File: src/rtl/idx_csr_read.sv
module idx_csr_read #(
  parameter int NMEM     = 3,
  parameter int DATA_W   = 64,
  parameter int ADDR_W   = 4,
  parameter int IDX_W    = 8,
  parameter int DEPTH    = 16,
  parameter int MEM_BASE = 4
) (
  input  logic                     clk,
  input  logic                     rst_n,
  input  logic                     csr_wr,
  input  logic [ADDR_W-1:0]        csr_waddr,
  input  logic [2*IDX_W-1:0]       csr_wdata,
  input  logic                     csr_rd,
  input  logic [ADDR_W-1:0]        csr_raddr,
  output logic                     csr_rvalid,
  output logic [DATA_W-1:0]        csr_rdata,
  output logic [NMEM-1:0]          mem_ren,
  output logic [$clog2(DEPTH)-1:0] mem_raddr,
  input  logic [NMEM*DATA_W-1:0]   mem_rdata
);
  localparam int EA_W = $clog2(DEPTH);

  logic [IDX_W-1:0]  idx_q, inc_q;
  logic              rv_q, mem_q;
  logic [ADDR_W-1:0] sel_q;
  logic [DATA_W-1:0] hold_q;
  logic              mem_hit, idx_rd, idx_wr;

  for (genvar k = 0; k < NMEM; k++) begin : g_ren
    assign mem_ren[k] = csr_rd && (csr_raddr == ADDR_W'(MEM_BASE + k));
  end

  assign mem_hit   = |mem_ren;
  assign idx_rd    = csr_rd && (csr_raddr == '0);
  assign idx_wr    = csr_wr && (csr_waddr == '0);
  assign mem_raddr = idx_q[EA_W-1:0];

  always_ff @(posedge clk) begin
    if (!rst_n) begin
      idx_q  <= '0;
      inc_q  <= '0;
      rv_q   <= 1'b0;
      mem_q  <= 1'b0;
      sel_q  <= '0;
      hold_q <= '0;
    end else begin
      if (idx_wr) begin
        idx_q <= csr_wdata[IDX_W-1:0];
        inc_q <= csr_wdata[2*IDX_W-1:IDX_W];
      end else if (mem_hit) begin
        idx_q <= idx_q + inc_q;
      end
      rv_q   <= csr_rd;
      mem_q  <= mem_hit;
      sel_q  <= csr_raddr - ADDR_W'(MEM_BASE);
      hold_q <= idx_rd ? DATA_W'({inc_q, idx_q}) : '0;
    end
  end

  assign csr_rvalid = rv_q;
  assign csr_rdata  = !rv_q ? '0 :
                      mem_q ? mem_rdata[int'(sel_q)*DATA_W +: DATA_W] : hold_q;
endmodule


File: config.mk
export PLATFORM = sky130hd
export DESIGN_NAME = idx_csr_read
export DESIGN_NICKNAME = d
export VERILOG_FILES = /design/src/rtl/idx_csr_read.sv
export SDC_FILE = /design/constraint.sdc
export NUM_CORES = 1
export LEC_CHECK = 0
export BUFFER_PORTS_ARGS = -buffer_cell sky130_fd_sc_hd__buf_4
export CORE_MARGIN = 8
export CORE_UTILIZATION = 35
export CTS_CLUSTER_DIAMETER = 150
export DETAILED_ROUTE_END_ITERATION = 8
export PLACE_DENSITY_LB_ADDON = 0.12
export SYNTH_ARGS = -nofsm -noshare
export SYNTH_HDL_FRONTEND = slang
export SYNTH_SLANG_ARGS = --single-unit
export TNS_END_PERCENT = 50
File: constraint.sdc
create_clock -name clk -period 1.9 [get_ports clk]
set_clock_uncertainty 0.05 [all_clocks]
set_input_delay 0.19 -clock clk [delete_from_list [all_inputs] [get_ports clk]]
set_output_delay 0.19 -clock clk [all_outputs]
set_load 0.05 [all_outputs]
======== Yosys cells after proc, flatten, opt, wreduce, memory -nomap -nowiden ========
Cells that the tools add are included.
storage, ports and cells
  bits in registers ....................... 86
  input bits .............................. 220
  output and inout port bits .............. 72
cells by class
  $add $sub $neg .......................... 2
  eq/ne operators ......................... 3
  shift-type cells ........................ 1
  multiplexer cells ....................... 4
  reductions and logical operators ........ 10
operator list
  cell                                                                    count
  192-bit by 11-bit indexed part select with 64-bit output                1
  64-bit two-way mux                                                      2
  8-bit two-way mux                                                       2
  4-bit by 3-bit equality test with 1-bit output (second input constant)  3
  8-bit adder                                                             1
  4-bit zero test                                                         2
  1-bit logical AND                                                       5
  4-bit by 3-bit subtractor with 4-bit output (second input constant)     1
  3-bit OR reduction                                                      1
  2-bit AND reduction                                                     1
  2-bit nonzero test                                                      1

======== Depth between registers and ports, before layout ========
  depth after elaboration ................. 5
  gate-level depth with buffers ........... 8
  gate-level depth less buffers ........... 8

======== Least setup slack after synthesis ========
Ideal clock, no wire load.
  path type ............................... reg2out
  start point ............................. register rv_q (netlist: csr_rvalid)
  end point ............................... output csr_rdata[14]
  arrival ................................. 2.282 ns
  data required time ...................... 1.660 ns
  setup slack ............................. -0.622 ns
  stages on the path, launching flop included .. 5
  path buffers ............................ 2
  cell sequence ........................... dfxtp_1 nand4bb_1 buf_1 clkbuf_1 o21ai_0
on the way
  longest elaborated chain between the ends .. 1
RTL lines
  element                 RTL line  RTL
  start, declared         25        logic rv_q, mem_q;
  start signal, assigned  54        rv_q <= csr_rd;
  64-bit two-way mux      62        assign csr_rdata = !rv_q ? '0 :
  end, declared           17        output logic [DATA_W-1:0] csr_rdata,
No other way between the ends.

======== Worst setup path after layout ========
  start point ............................. register sel_q[1]
  end point ............................... output csr_rdata[33]
on the way
  longest elaborated chain between the ends .. 3
RTL lines
  element                                                   RTL line  RTL
  start, declared                                           26        logic [ADDR_W-1:0] sel_q;
  start signal, assigned                                    56        sel_q <= csr_raddr - ADDR_W'(MEM_BASE);
  192-bit by 11-bit indexed part select with 64-bit output  63        mem_q ? mem_rdata[int'(sel_q)*DATA_W +: DATA_W] : hold_q;
  64-bit two-way mux                                        63
  64-bit two-way mux                                        62
No other way between the ends.

==> out/qor.txt <==
Inst Count DP: 887
Switch Pwr: 717 uW
layout cells sized above 1: 51.8%
NumNets Final: 1013
I/O Pins: 292
CTS tree: yes
Flop pwr share: 31.2%
number of synthesized flops with an enable pin: 0
Layout Cells excl Fill: 913
WS Path Type: flop to primary output
Logic pwr share: 36.7%
Tightest Pin Transition: 0.471 ns
WL final: 19.0 mm
initial antenna violation count: 0
row count: 35
# clock sinks: 38
H-tree levels: 2
syn_area_per_cell: 6.81 um^2
worst min path class: primary input to flop
Tot Pwr: 2.65 mW
synth unique cells: 39
Core ar.: 0.00924 mm^2
ys flop type: dfxtp_1
CTS hold repair buffers: 0
crit path launch type: flop
Final Cell Area: 0.00670 mm^2
Antenna Diode Count: 0
top-count cell post-synth: nor2_1
RR Endpoint: idx_q[6]
largest net degree at the start of global routing: 48
top cell type's share of synthesized area: 22.8%
syn_nets: 719
fin crit period: 2.04 ns
max-slew violation count: 0
Worst Hold Launch: csr_raddr[2]
first-pass GRT wire length: 25.7 mm
drt pass-1 iters: 6
vias in the first global route: 4457
Net Sw Frac: 27.1%
synthesis-stage register bit count: 38
Syn Inst Count: 489
DR iter-0 viols: 548
placed inst area: 0.00582 mm^2
largest cells by area after synthesis: dfxtp_1 23%, mux2i_1 20%, nor2_1 14%
Post-Syn Area: 0.00333 mm^2
Max rail drop VDD: 0.555 mV
RR Startpoint: idx_q[0]
# DRC: 0
required time worst endpoint: 1.66 ns
Yosys warnings: 0
Crit. End Element: primary output
DP HPWL: 13.8 mm
number of max-cap violations: 0
DR vias/cell: 5.27
Area growth, synth to finish: 101%
WP data arrival: 1.80 ns
Worst Setup Slack, final: -0.135 ns
status: finished, violations left
port bufs: 291
most used cell, CP: buf_6
gr usage total: 24.9%
RSZ-0062 raised after global routing: true
LEAKAGE: 3.07 nW
failing checks: negative setup slack
vias: 4809
sequential area share after synthesis: 22.8%
post-synthesis async set-or-reset flop share: 0%
chip height: 114 um
Initial Util: 36.0%
total grt overflow: 0
clk_lat worst skew: 0.30 ns
hold-critical path endpoint: sel_q[2]
slowest stage cell, crit path: dfxtp_4
Avg WL per Cell: 20.9 um
clock tree buffer depth: 2
clk root buf: clkbuf_8
Setup violations, final: 44
crit path cell chain: buf_8, buf_6, mux2i_1, nor2_1, a21oi_1, nor2_2, buf_6
final hold slack: 0.0229 ns
slowest cell delay on critical path: 0.40 ns
period utilization: 107%
achievable clock frequency: 491 MHz
Worst Path Max Fanout: 9
Die ar.: 0.0129 mm^2
Slew headroom: 68.6%
Post-DRT Antenna Nets: 0
clk slew on worst S/H paths: 0.07 ns
Hold Crit Depth: 2
Clock power frac: 32.1%
die width: 114 um
routability cong.: 0.958
Synth area leader: dfxtp_1
Fin. Hold Viols: 0
Int Pwr: 1.93 mW
Post-Route Setup TNS: -1.48 ns
CTS buffer count: 5
R2R Setup Slk: 0 ns
Synth top cells by count: 120 x nor2_1, 75 x a21oi_1, 66 x mux2i_1
PwrDens: 395 mW/mm^2
r2r worst-path depth: 8
-- per-stage QoR --
stage / setup WS (ns) / util (%)
floorplan: -0.0552 / -
global placement: -0.00550 / 63.0
detailed placement: -0.0640 / 63.0
CTS: -0.0198 / 65.8
global route: -0.171 / 72.5
finish: -0.135 / 72.5
-- placed cells by master, fill, tap and decap left out, types with 3 or more instances in the layout --
cell,count
dfxtp_1,29
buf_6,60
o211ai_1,4
buf_8,3
ha_1,5
clkbuf_8,6
clkbuf_16,10
a21oi_1,55
nor2_2,14
nor2_1,106
a21oi_2,20
nor4_1,3
mux2i_1,65
nand2_1,39
o21ai_1,5
buf_12,5
o21ai_2,12
o21ai_0,6
nor3_1,4
inv_1,6
dfxtp_2,7
ha_4,4
nor2b_1,6
buf_4,250
and2_1,18
a21boi_0,8
-- worst max-delay path by stage --
stage / slack, ns / from / end
3_3_place_gp: -0.006 / idx_q[0] / idx_q[6]
3_5_place_dp: -0.06 / inc_q[0] / idx_q[6]
2_1_floorplan: -0.06 / sel_q[0] / csr_rdata[25]
6_report: -0.14 / sel_q[1] / csr_rdata[33]
5_1_grt: -0.17 / sel_q[1] / csr_rdata[33]
4_1_cts: -0.02 / sel_q[1] / csr_rdata[2]
-- per-layer routing --
metal | share of wire, % | up-vias | routed length [um] | global-route usage [%]
met5 | 0 | - | 0 | 0
met4 | 3.5 | 0 | 673 | 9.06
met1 | 37 | 2273 | 7070 | 27.7
met2 | 52 | 226 | 9920 | 44.4
li1 | - | 2259 | - | -
met3 | 7.3 | 51 | 1390 | 6.50
-- flip-flops by register name, indices dropped and copies added, names as in the netlist --
register,count
hold_q,16
idx_q,8
inc_q,8
sel_q,4
csr_rvalid,1
mem_q,1
-- layout make-up --
class / instances / area [um^2]
Multi-Input combinational cell: 402 / 2620
Inverter: 7 / 26.3
Tap cell: 129 / 161
Sequential cell: 38 / 777
Timing Repair Buffer: 329 / 2980
Clock buffer: 6 / 82.6
Fill cell: 703 / 2540
Clock inverter: 2 / 60.1
-- timing repair --
action / CTS / global route
setup buffers: 1 / 5
endpoints found under the setup margin: 17 / 55
pin swaps: 9 / 14
gates resized for setup: 26 / 80
cloned: 0 / 12
-- power groups by stage --
stage	Clock, mW	Combinational (mW)	Sequential (mW)
CTS	0.855	0.837	0.826
floorplan	0	0.377	0.841
global route	0.896	1.04	0.828
detailed placement	0	0.825	0.843
global placement	0	0.804	0.842
finish	0.849	0.972	0.826
-- kinds of logic after synthesis --
kind of cell,share of synthesized area [%]
compound gates,21.1
fa+ha+maj,3.98
buf+inv,6.24
flops,22.8
mux,19.8
simple gates,26.0
-- worst max-delay path: cells and delay by family, from the launching register on --
kind	cells	cell delay, ns
compound gates	1	0.22
buf+inv	3	0.51
flops	1	0.40
mux	1	0.24
simple gates	2	0.14
Note: power is estimated with default switching activity, not from simulation.
